--- config.mk ---
export PLATFORM = sky130hd
export DESIGN_NAME = coinc_sync
export DESIGN_NICKNAME = d
export VERILOG_FILES = /design/src/rtl/coinc_sync_pkg.sv /design/src/rtl/coinc_sync_dp.sv /design/src/rtl/coinc_sync_ctl.sv /design/src/rtl/coinc_sync.sv
export SDC_FILE = /design/constraint.sdc
export NUM_CORES = 1
export LEC_CHECK = 0
export BUFFER_PORTS_ARGS = -buffer_cell sky130_fd_sc_hd__buf_4
export CORE_MARGIN = 10
export CORE_UTILIZATION = 30
export DETAILED_ROUTE_END_ITERATION = 7
export PLACE_DENSITY = 0.44
export SETUP_SLACK_MARGIN = 0.2
export SYNTH_ARGS = -nofsm -noshare
export SYNTH_HDL_FRONTEND = slang
export SYNTH_HIERARCHICAL = 1
export SYNTH_SLANG_ARGS = --single-unit
export TNS_END_PERCENT = 20
--- constraint.sdc ---
create_clock -name refClk -period 9.7 [get_ports refClk]
set_clock_uncertainty 0.15 [all_clocks]
set_input_delay 0.97 -clock refClk [delete_from_list [all_inputs] [get_ports refClk]]
set_output_delay 0.97 -clock refClk [all_outputs]
set_load 0.02 [all_outputs]
--- src/rtl/coinc_sync_pkg.sv ---
package coinc_sync_pkg;
  localparam int NUM_BANKS = 2;

  // Strobes from the control to the datapath
  typedef struct packed {
    logic restart;  // adopt new divisors at this common edge
    logic capture;  // latch the measured hyperperiod length
    logic armed;    // a valid hyperperiod length is held
  } ctlStrobe_t;
endpackage

--- src/rtl/coinc_sync_dp.sv ---
module coinc_sync_dp
  import coinc_sync_pkg::*;
#(
  parameter int DIV_W = 5
) (
  input  logic             clk,
  input  logic             rstN,
  input  logic [DIV_W-1:0] divA,
  input  logic [DIV_W-1:0] divC,
  input  logic             syncEn,
  input  ctlStrobe_t       ctl,
  output logic             wrapBoth,
  output logic             divChanged,
  output logic             bankClkA,
  output logic             bankClkC,
  output logic             syncN
);
  localparam int HP_W = 2 * DIV_W;
  localparam logic [DIV_W-1:0] MIN_DIV = DIV_W'(2);

  logic [NUM_BANKS*DIV_W-1:0] rawFlat;
  logic [NUM_BANKS*DIV_W-1:0] actFlat;
  logic [NUM_BANKS-1:0]       wrapVec;
  logic [NUM_BANKS-1:0]       clkVec;
  logic [NUM_BANKS-1:0]       diffVec;

  assign rawFlat = {divC, divA};

  // One phase counter per bank clock
  for (genvar g = 0; g < NUM_BANKS; g++) begin : gBank
    logic [DIV_W-1:0] reqDiv;
    logic [DIV_W-1:0] actDiv;
    logic [DIV_W-1:0] phase;

    assign reqDiv = (rawFlat[g*DIV_W +: DIV_W] < MIN_DIV) ? MIN_DIV
                                                          : rawFlat[g*DIV_W +: DIV_W];

    always_ff @(posedge clk or negedge rstN) begin
      if (!rstN) begin
        actDiv <= MIN_DIV;
        phase  <= '0;
      end else begin
        if (ctl.restart) actDiv <= reqDiv;
        phase <= wrapVec[g] ? '0 : phase + 1'b1;
      end
    end

    assign wrapVec[g] = (phase == actDiv - 1'b1);
    assign clkVec[g]  = (phase < (actDiv >> 1));
    assign diffVec[g] = (reqDiv != actDiv);
    assign actFlat[g*DIV_W +: DIV_W] = actDiv;
  end

  assign wrapBoth   = &wrapVec;
  assign divChanged = |diffVec;
  assign bankClkA   = clkVec[0];
  assign bankClkC   = clkVec[1];

  // Hyperperiod tracking
  logic [DIV_W-1:0] perA;
  logic [DIV_W-1:0] perC;
  logic [DIV_W-1:0] minPer;
  logic [HP_W-1:0]  hpCnt;
  logic [HP_W-1:0]  hpLen;
  logic [HP_W-1:0]  lowStart;

  assign perA   = actFlat[DIV_W-1:0];
  assign perC   = actFlat[2*DIV_W-1:DIV_W];
  assign minPer = (perA < perC) ? perA : perC;

  always_ff @(posedge clk or negedge rstN) begin
    if (!rstN) begin
      hpCnt <= '0;
      hpLen <= '0;
    end else begin
      hpCnt <= wrapBoth ? '0 : hpCnt + 1'b1;
      if (ctl.capture) hpLen <= hpCnt + 1'b1;
    end
  end

  assign lowStart = hpLen - {{(HP_W-DIV_W){1'b0}}, minPer};
  assign syncN    = ~(ctl.armed & syncEn & (hpCnt >= lowStart));
endmodule

--- src/rtl/coinc_sync_ctl.sv ---
module coinc_sync_ctl
  import coinc_sync_pkg::*;
(
  input  logic       clk,
  input  logic       rstN,
  input  logic       wrapBoth,
  input  logic       divChanged,
  output ctlStrobe_t ctl
);
  logic armed;

  always_comb begin
    ctl.restart = wrapBoth & divChanged;
    ctl.capture = wrapBoth & ~divChanged & ~armed;
    ctl.armed   = armed;
  end

  always_ff @(posedge clk or negedge rstN) begin
    if (!rstN)            armed <= 1'b0;
    else if (ctl.restart) armed <= 1'b0;
    else if (ctl.capture) armed <= 1'b1;
  end
endmodule

--- src/rtl/coinc_sync.sv ---
module coinc_sync
  import coinc_sync_pkg::*;
#(
  parameter int DIV_W = 5
) (
  input  logic             refClk,
  input  logic             rstN,
  input  logic [DIV_W-1:0] divA,
  input  logic [DIV_W-1:0] divC,
  input  logic             syncEn,
  output logic             bankClkA,
  output logic             bankClkC,
  output logic             syncN
);
  ctlStrobe_t ctl;
  logic       wrapBoth;
  logic       divChanged;

  coinc_sync_ctl u_ctl (
    .clk       (refClk),
    .rstN      (rstN),
    .wrapBoth  (wrapBoth),
    .divChanged(divChanged),
    .ctl       (ctl)
  );

  coinc_sync_dp #(.DIV_W(DIV_W)) u_dp (
    .clk       (refClk),
    .rstN      (rstN),
    .divA      (divA),
    .divC      (divC),
    .syncEn    (syncEn),
    .ctl       (ctl),
    .wrapBoth  (wrapBoth),
    .divChanged(divChanged),
    .bankClkA  (bankClkA),
    .bankClkC  (bankClkC),
    .syncN     (syncN)
  );
endmodule

==> impl_metrics.csv, run 1 <==
group,metric,value,unit
timing,maxSlewViolCount,0,
critical_path,ff2ff_setup_slack,6.59,ns
global_routing,antenna_found_initial,0,
placement,dpl_cell_area,2980,um2
worst_hold_path,hp-start,"u_dp/hpCnt[0]",
cells_and_area,layout_common_cells,"39 x dfrtp_1, 33 x nor2_1, 30 x ha_1, 23 x xnor2_1, 21 x xor2_1",
routing,vias,1957,
yosys,synth_edf_count,0,
status,status,"completed",
global_routing,overflow,0,
critical_path,crit_path_max_fanout,6,
timing,final.min_clock_period,5.54,ns
critical_path,max_stage_delay,0.59,ns
critical_path,worstReg2RegStart,"u_dp/gBank[0].actDiv[1]",
yosys,synth_area_leaders,"dfrtp_1 35%, ha_1 14%, xnor2_1 7.3%, xor2_1 6.6%, nor2_1 4.5%",
run,drv_cap,0,
yosys,synth_top_area_cell,"dfrtp_1",
critical_path,r2r-end,"u_dp/hpLen[2]",
yosys,synth_flop_cell,"dfrtp_1",
clock_network,postCtsResizedCells,0,
cells_and_area,syn_to_final_growth,12.5,%
floorplan,rows,35,
placement,gp_congestion,0.815,
yosys,ys_seq_area_share,37.1,%
yosys,syn_inst,283,
routing,postRouteAntennaNets,0,
yosys,ys_ff_latch,41,
global_routing,grt_pass1_wl,10.3,mm
timing,hold_violations,0,
floorplan,dieArea,13500,um2
yosys,synth_cell_types,40,
routing,wirelength,6.00,mm
routing,drt-initial-drc-count,55,
yosys,avgSynthCellArea,9.79,um2
clock_network,htree_num_levels,2,
timing,rsz0062_at_grt,"no",
cells_and_area,antenna_cells,0,
timing,clock.fmax,0.180,GHz
cells_and_area,fin_nets,342,
global_routing,grt_pass1_vias,2035,
power,powerDensity,237,nW/um2
placement,port_buffers,15,
floorplan,io_pins,16,
timing,setup_viol,0,
clock_network,clkSinkCount,41,
clock_network,clock_latency,0.30,ns
power,p_leak,1.48,nW
power,power.ir.vdd_worst,0.117,mV
routing,drc_errors,0,
critical_path,cp_top_family,"compound AO/OA/AOI/OAI gates",
worst_hold_path,hold_end,"u_dp/hpCnt[0]",
routing,post_drt_wl_per_cell,14.6,um
worst_hold_path,min_path_type,"reg -> reg",
yosys,synth_top_area_share,35.2,%
routing,via_per_inst,4.77,
timing,fin_crit_sh,57.2,%
critical_path,worstPathCellList,"inv_1, ha_1, a21o_1, a21oi_1, o21a_1, mux2i_1, ha_1, nor2b_1, o21ai_0, a21oi_1, nor4_1, xnor2_1, ha_1, a21o_1, a21oi_1, nor2b_1, o311ai_0, buf_4",
yosys,syn_nets,327,
critical_path,ff2ff_path_depth,10,
clock_network,clk_pin_slew_worst_paths,0.09,ns
critical_path,endpoint_kind,"primary output",
cells_and_area,drive_gt1_share,11.4,%
cells_and_area,layout_commonest_cell,"dfrtp_1",
floorplan,die_y,116,um
clock_network,cts_setup_buffers,0,
timing,setup_tns,0,ns
critical_path,slowest_stage,"dfstp_2",
cells_and_area,finish.instance_area,3120,um2
cells_and_area,nFillCells,938,
critical_path,cp.required,8.58,ns
critical_path,crit_path_start_kind,"flip-flop",
global_routing,grt_max_degree,42,
floorplan,dieWidth,116,um
yosys,synth_area,2770,um2
clock_network,tritoncts,"done",
routing,dr.pass1.iters,4,
critical_path,path_class,"reg -> out",
clock_network,root_buffer,"clkbuf_8",
timing,max_slew_margin,46.6,%
critical_path,cp_num_buf_inv,2,
critical_path,arrival,4.42,ns
worst_hold_path,hold_depth,1,
global_routing,track_usage,9.54,%
clock_network,postCtsHoldBufs,0,
clock_network,cts_buffers,5,
placement,hpwl,4.51,mm
yosys,ys_async_sr_fraction,100,%
yosys,ys_warn_count,6,
timing,worst_pin_slew,0.801,ns
clock_network,clock_path_buffers,2,
floorplan,start_util,30.4,%
floorplan,core,9110,um2
==> layout make-up <==
type / count / area, um2 / share of cell area, %
Timing Repair Buffer: 15 / 113 / 3.61
Sequential cell: 41 / 1030 / 33.0
Clock buffer: 5 / 68.8 / 2.21
Tap cell: 111 / 139 / 4.46
Inverter: 15 / 56.3 / 1.81
Multi-Input combinational cell: 220 / 1650 / 52.8
Clock inverter: 3 / 65.1 / 2.09
==> through the flow <==
step | setup slack (ns) | std cells | hold WS, ns | power [mW] | utilization, %
finish | 4.16 | 410 | 0.372 | 0.739 | 34.2
global route | 3.72 | 410 | 0.405 | 0.804 | 34.2
CTS | 4.14 | 410 | 0.382 | 0.752 | 34.2
detailed placement | 4.48 | 402 | 0.370 | 0.580 | 32.7
global placement | 4.56 | 402 | 0.367 | 0.578 | 32.7
floorplan | 4.47 | 283 | 0.312 | 0.500 | -
==> Yosys cell counts (6+ instances only) <==
cell type,number
nand2b_1,6
inv_1,15
xor2_1,21
nand3_1,9
o21ai_0,12
nand2_1,15
a21oi_1,16
dfrtp_1,39
xnor2_1,23
nor2_1,33
mux2i_1,9
ha_1,30
==> where the power goes <==
group	internal [mW]	total [mW]	switching (mW)
Combinational	0.156	0.310	0.155
Clock	0.102	0.166	0.0637
Sequential	0.208	0.263	0.0546
Total	0.466	0.739	0.273
==> cells by family after synthesis <==
family                   Yosys count  synth area share (%)
flip-flops                        41                  37.1
adder cells (fa/ha/maj)           31                  14.3
AND/OR/NAND/NOR                   91                  17.3
buffers and inverters             22                  3.43
AO/OA/AOI/OAI                     43                  9.12
multiplexers                       9                  3.25
XOR/XNOR                          46                  15.5
==> sequential cells by signal, summed over array words and instances (netlist names) <==
signal	flops
u_dp/hpLen	10
u_dp/gBank.actDiv	10
u_dp/gBank.phase	10
u_ctl/armed	1
u_dp/hpCnt	10
==> how the worst max path moves through the flow <==
stage / start / to / slack, ns / depth (start not counted)
2_1_floorplan: u_dp/gBank[1].actDiv[1] / syncN / 4.47 / 18
3_3_place_gp: u_dp/gBank[1].actDiv[1] / syncN / 4.56 / 18
3_5_place_dp: u_dp/gBank[1].actDiv[1] / syncN / 4.48 / 19
4_1_cts: u_dp/gBank[1].actDiv[1] / syncN / 4.14 / 19
5_1_grt: u_dp/gBank[1].actDiv[1] / syncN / 3.72 / 18
6_report: u_dp/gBank[1].actDiv[1] / syncN / 4.16 / 18
==> per-layer routing <==
layer | routed length (um) | vias up | track usage (%)
met5 | 0 | - | 0
met4 | 68 | 0 | 3.09
met3 | 195 | 7 | 2.36
met2 | 2610 | 31 | 14.9
met1 | 3120 | 927 | 12.6
li1 | - | 992 | -
Note: power is estimated with default switching activity, not from simulation.
==> inputs of run 2 (changes only) <==
- clock period: 9.7 -> 5.73 ns (I/O delays scaled with it)
==> run 2 against run 1 <==
Net effect:
- die area stayed put
- critical endpoint unchanged
- via count hardly changed
- critical path depth is 1 higher
- routed wire length is 0.55% lower
- sequential power is 69% higher
- sequential share of layout area stayed put
- largest power group unchanged
==> impl_metrics.csv, run 2 (synthesis gave the netlist of run 1 again) <==
group,metric,value,unit
status,status,"completed",
critical_path,ff2ff_path_depth,10,
timing,clock.fmax,0.195,GHz
power,power.ir.vdd_worst,0.195,mV
clock_network,clock_latency,0.29,ns
cells_and_area,antenna_cells,0,
floorplan,start_util,30.4,%
run,drv_cap,0,
clock_network,root_buffer,"clkbuf_8",
clock_network,clkSinkCount,41,
clock_network,postCtsResizedCells,0,
floorplan,die_y,116,um
power,clkPwrFrac,22.4,%
clock_network,clk_pin_slew_worst_paths,0.09,ns
timing,max_slew_margin,44.8,%
critical_path,cp.required,5.01,ns
power,internal_power,0.789,mW
critical_path,ff2ff_setup_slack,2.57,ns
critical_path,worstPathCellList,"inv_1, ha_1, a21o_1, a21oi_1, o21a_1, mux2i_1, ha_1, nor2b_1, o21ai_0, a21oi_1, nor2_1, xnor2_1, ha_1, a21oi_1, nand2_1, a31oi_1, a211oi_1, o311ai_0, buf_4",
critical_path,crit_start,"u_dp/gBank[1].actDiv[1]",
routing,drt-initial-drc-count,79,
floorplan,dieWidth,116,um
clock_network,htree_num_levels,2,
clock_network,cts_buffers,5,
critical_path,endpoint,"syncN",
placement,pre_cts_ws,0.876,ns
timing,fin_ws,0.593,ns
power,p_leak,1.48,nW
timing,setup_tns,0,ns
floorplan,io_pins,16,
routing,postRouteAntennaNets,0,
placement,hpwl,4.52,mm
floorplan,core,9110,um2
cells_and_area,drive_gt1_share,11.4,%
critical_path,endpoint_kind,"primary output",
critical_path,worstReg2RegStart,"u_dp/gBank[0].actDiv[1]",
timing,final.min_clock_period,5.14,ns
global_routing,track_usage,9.51,%
routing,vias,1958,
cells_and_area,nFillCells,956,
routing,dr.pass1.iters,4,
global_routing,grt_pass1_vias,2025,
routing,drc_errors,0,
timing,hold-worst-slack,0.123,ns
timing,rsz0062_at_grt,"no",
cells_and_area,layout_commonest_cell,"dfrtp_1",
timing,fin_crit_sh,89.7,%
critical_path,path_class,"reg -> out",
clock_network,postCtsHoldBufs,0,
power,pwr-share-comb,41.9,%
critical_path,max_stage_delay,0.58,ns
global_routing,grt_pass1_wl,10.3,mm
critical_path,slowest_stage,"dfstp_2",
routing,post_drt_wl_per_cell,14.6,um
placement,gp_congestion,0.815,
cells_and_area,syn_to_final_growth,12.5,%
power,switching_share,36.8,%
power,powerDensity,400,nW/um2
timing,worst_pin_slew,0.827,ns
power,switchingPower,0.459,mW
timing,hold_violations,0,
timing,setup_viol,0,
floorplan,rows,35,
power,pwr-share-seq,35.6,%
placement,port_buffers,15,
cells_and_area,fin_nets,342,
clock_network,cts_setup_buffers,0,
clock_network,clock_path_buffers,2,
critical_path,crit_path_max_fanout,6,
floorplan,dieArea,13500,um2
timing,maxSlewViolCount,0,
clock_network,tritoncts,"done",
critical_path,arrival,4.41,ns
critical_path,r2r-end,"u_dp/hpLen[3]",
critical_path,crit_path_start_kind,"flip-flop",
cells_and_area,layout_common_cells,"39 x dfrtp_1, 33 x nor2_1, 30 x ha_1, 23 x xnor2_1, 21 x xor2_1",
global_routing,overflow,0,
routing,via_per_inst,4.78,
worst_hold_path,min_path_type,"in -> async",
global_routing,antenna_found_initial,0,
global_routing,grt_max_degree,42,
routing,wirelength,5.97,mm
==> run 2: cell counts in the layout (fill, tap and decap cells not counted) <==
No cell type changed its count.
==> run 2: worst min-delay path by stage <==
stage / to / slack (ns) / depth (start not counted) / start
2_1_floorplan: u_ctl/armed / 0.13 / 0 / rstN
3_3_place_gp: u_dp/hpCnt[0] / 0.37 / 1 / u_dp/hpCnt[0]
3_5_place_dp: u_dp/hpCnt[0] / 0.37 / 1 / u_dp/hpCnt[0]
4_1_cts: u_dp/hpLen[8] / 0.13 / 1 / rstN
5_1_grt: u_dp/hpLen[8] / 0.14 / 1 / rstN
6_report: u_dp/hpLen[1] / 0.12 / 1 / rstN
==> run 2: power groups by stage <==
stage	registers (mW)	clock network (mW)	logic [mW]
floorplan	0.424	0	0.424
global placement	0.453	0	0.526
detailed placement	0.453	0	0.529
CTS	0.447	0.293	0.532
global route	0.458	0.306	0.598
finish	0.445	0.280	0.523
==> run 2: cell type report <==
class	instances	area, um2	share of cell area, %
clock inverter	3	65.1	2.09
timing repair buffer	15	113	3.61
clock buffer	5	68.8	2.21
sequential	41	1030	33.0
multi-input combinational	220	1650	52.8
inverter	15	56.3	1.81
tap	111	139	4.46
==> run 2: critical path: cells and delay by family, from the launching register on <==
kind	cells	cell delay, ns
fa+ha+maj	3	0.76
xor+xnor	1	0.13
simple gates	3	0.33
buf+inv	2	0.30
flops	1	0.58
compound gates	9	1.75
mux	1	0.25
==> run 2: routing by layer <==
layer,part of all wire [%],routed length [um],up-vias,global-route usage (%)
li1,-,-,998,-
met1,50,3010,926,12.8
met2,45,2680,29,14.8
met4,0.75,45,0,2.25
met5,0,0,-,0
met3,3.9,233,5,2.47
==> run 2: stage by stage <==
step	power [mW]	std cells	instance area (um2)	utilization [%]
after CTS	1.27	410	3120	34.2
after floorplan	0.847	283	2770	-
after detailed placement	0.982	402	2980	32.7
final	1.25	410	3120	34.2
after global routing	1.36	410	3120	34.2
after global placement	0.979	402	2980	32.7
==> inputs of run 3 (changes only) <==
- clock period: 5.73 -> 5.5 ns (I/O delays scaled with it)
==> run 3 against run 2 <==
Net effect:
- sequential share of layout area fell by 0.39 points
- global-route usage barely moved
- critical path type unchanged
- cell area rose by 1.2%
- first-iteration DRC count fell by 37%
- sequential power rose by 4%
- largest cell class unchanged
- non-clock buffer count rose by 4
==> impl_metrics.csv, run 3 (synthesis gave the netlist of run 1 again) <==
group,metric,value,unit
status,status,"completed",
timing,hold-worst-slack,0.0917,ns
global_routing,antenna_found_initial,0,
routing,dr.pass1.iters,4,
run,drv_cap,0,
routing,via_per_inst,4.76,
clock_network,clkSinkCount,41,
clock_network,cts_buffers,5,
floorplan,dieArea,13500,um2
floorplan,start_util,30.4,%
placement,port_buffers,15,
clock_network,clock_latency,0.30,ns
global_routing,grt_pass1_wl,10.3,mm
clock_network,root_buffer,"clkbuf_8",
routing,drt-initial-drc-count,50,
clock_network,clk_pin_slew_worst_paths,0.09,ns
placement,gp_congestion,0.815,
critical_path,cp.required,4.80,ns
global_routing,grt_max_degree,42,
clock_network,tritoncts,"done",
floorplan,io_pins,16,
critical_path,worstReg2RegStart,"u_dp/gBank[1].actDiv[1]",
critical_path,path_class,"reg -> out",
timing,fin_crit_sh,89.9,%
floorplan,core,9110,um2
critical_path,r2r-end,"u_dp/hpLen[2]",
power,powerDensity,420,nW/um2
routing,wirelength,6.04,mm
critical_path,crit_path_start_kind,"flip-flop",
cells_and_area,layout_commonest_cell,"dfrtp_1",
critical_path,ff2ff_path_depth,10,
timing,max_slew_margin,46.2,%
power,power.ir.vdd_worst,0.207,mV
power,p_leak,1.50,nW
timing,worst_pin_slew,0.806,ns
cells_and_area,antenna_cells,0,
critical_path,arrival,4.24,ns
cells_and_area,drive_gt1_share,13.2,%
global_routing,overflow,0,
critical_path,crit_path_max_fanout,5,
cells_and_area,fin_nets,346,
placement,hpwl,4.51,mm
timing,maxSlewViolCount,0,
floorplan,rows,35,
timing,hold_violations,0,
timing,clock.fmax,0.202,GHz
routing,drc_errors,0,
routing,vias,1969,
timing,setup_viol,0,
timing,rsz0062_at_grt,"no",
cells_and_area,syn_to_final_growth,13.9,%
routing,postRouteAntennaNets,0,
critical_path,endpoint_kind,"primary output",
routing,post_drt_wl_per_cell,14.6,um
clock_network,postCtsHoldBufs,0,
timing,final.min_clock_period,4.94,ns
clock_network,clock_path_buffers,2,
cells_and_area,layout_common_cells,"39 x dfrtp_1, 33 x nor2_1, 30 x ha_1, 23 x xnor2_1, 21 x xor2_1",
global_routing,track_usage,9.54,%
global_routing,grt_pass1_vias,2035,
floorplan,dieWidth,116,um
timing,setup_tns,0,ns
worst_hold_path,min_path_type,"in -> async",
critical_path,ff2ff_setup_slack,2.38,ns
clock_network,htree_num_levels,2,
floorplan,die_y,116,um
[run 3: cell types whose count changed in the layout (fill, tap and decap cells not counted), sizes merged]
cell	previous run	this run
buf	15	19
[run 3: through the flow]
step | area (um2) | util [%] | setup WS, ns | power, mW | std cells
6_report | 3150 | 34.6 | 0.557 | 1.32 | 414
5_1_grt | 3150 | 34.6 | 0.245 | 1.44 | 414
4_1_cts | 3120 | 34.2 | 0.358 | 1.33 | 410
3_5_place_dp | 2980 | 32.7 | 0.703 | 1.02 | 402
3_3_place_gp | 2980 | 32.7 | 0.780 | 1.02 | 402
2_1_floorplan | 2770 | - | 0.689 | 0.883 | 283
[run 3: area by class of cell]
class | count | area [um2]
multi-input cells | 220 | 1650
clock inverters | 3 | 65.1
inverters | 15 | 56.3
fillers | 937 | 5950
clock buffers | 5 | 68.8
flip-flops and latches | 41 | 1030
well taps | 111 | 139
repair buffers | 19 | 143
[run 3: critical path: stages, from the launching register on]
cell	delay (ns)
dfstp_2	0.59
inv_1	0.10
ha_1	0.27
a21o_1	0.15
a21oi_1	0.13
o21a_2	0.20
buf_4	0.13
mux2i_1	0.29
ha_1	0.22
o21ai_0	0.09
a21oi_1	0.29
nor2_1	0.10
xnor2_1	0.14
ha_1	0.29
a21oi_1	0.19
nand2_1	0.08
a31oi_1	0.15
a211oi_1	0.08
o311ai_1	0.27
buf_4	0.19
[run 3: how the worst max path moves through the flow]
| stage | start | slack (ns) | to |
|---|---|---|---|
| floorplan | u_dp/gBank[1].actDiv[1] | 0.69 | syncN |
| global placement | u_dp/gBank[1].actDiv[1] | 0.78 | syncN |
| detailed placement | u_dp/gBank[1].actDiv[1] | 0.70 | syncN |
| CTS | u_dp/gBank[1].actDiv[1] | 0.36 | syncN |
| global route | u_dp/gBank[1].actDiv[1] | 0.24 | syncN |
| finish | u_dp/gBank[1].actDiv[1] | 0.56 | syncN |
[run 3: routing by layer]
metal  vias to the layer above  GRT usage [%]  wire [um]
met5                         -              0          0
met4                         0           3.09         68
met3                         7           2.36        240
met2                        29           14.9       2640
met1                       933           12.6       3090
li1                       1000              -          -
[run 3: timing repair]
item	in CTS	in global routing
setup endpoints to repair	0	1
resized for setup	0	3
buffers inserted	0	4
[run 3: power breakdown]
group | internal (mW) | switching, mW
clock network | 0.180 | 0.113
logic | 0.291 | 0.277
registers | 0.368 | 0.0964
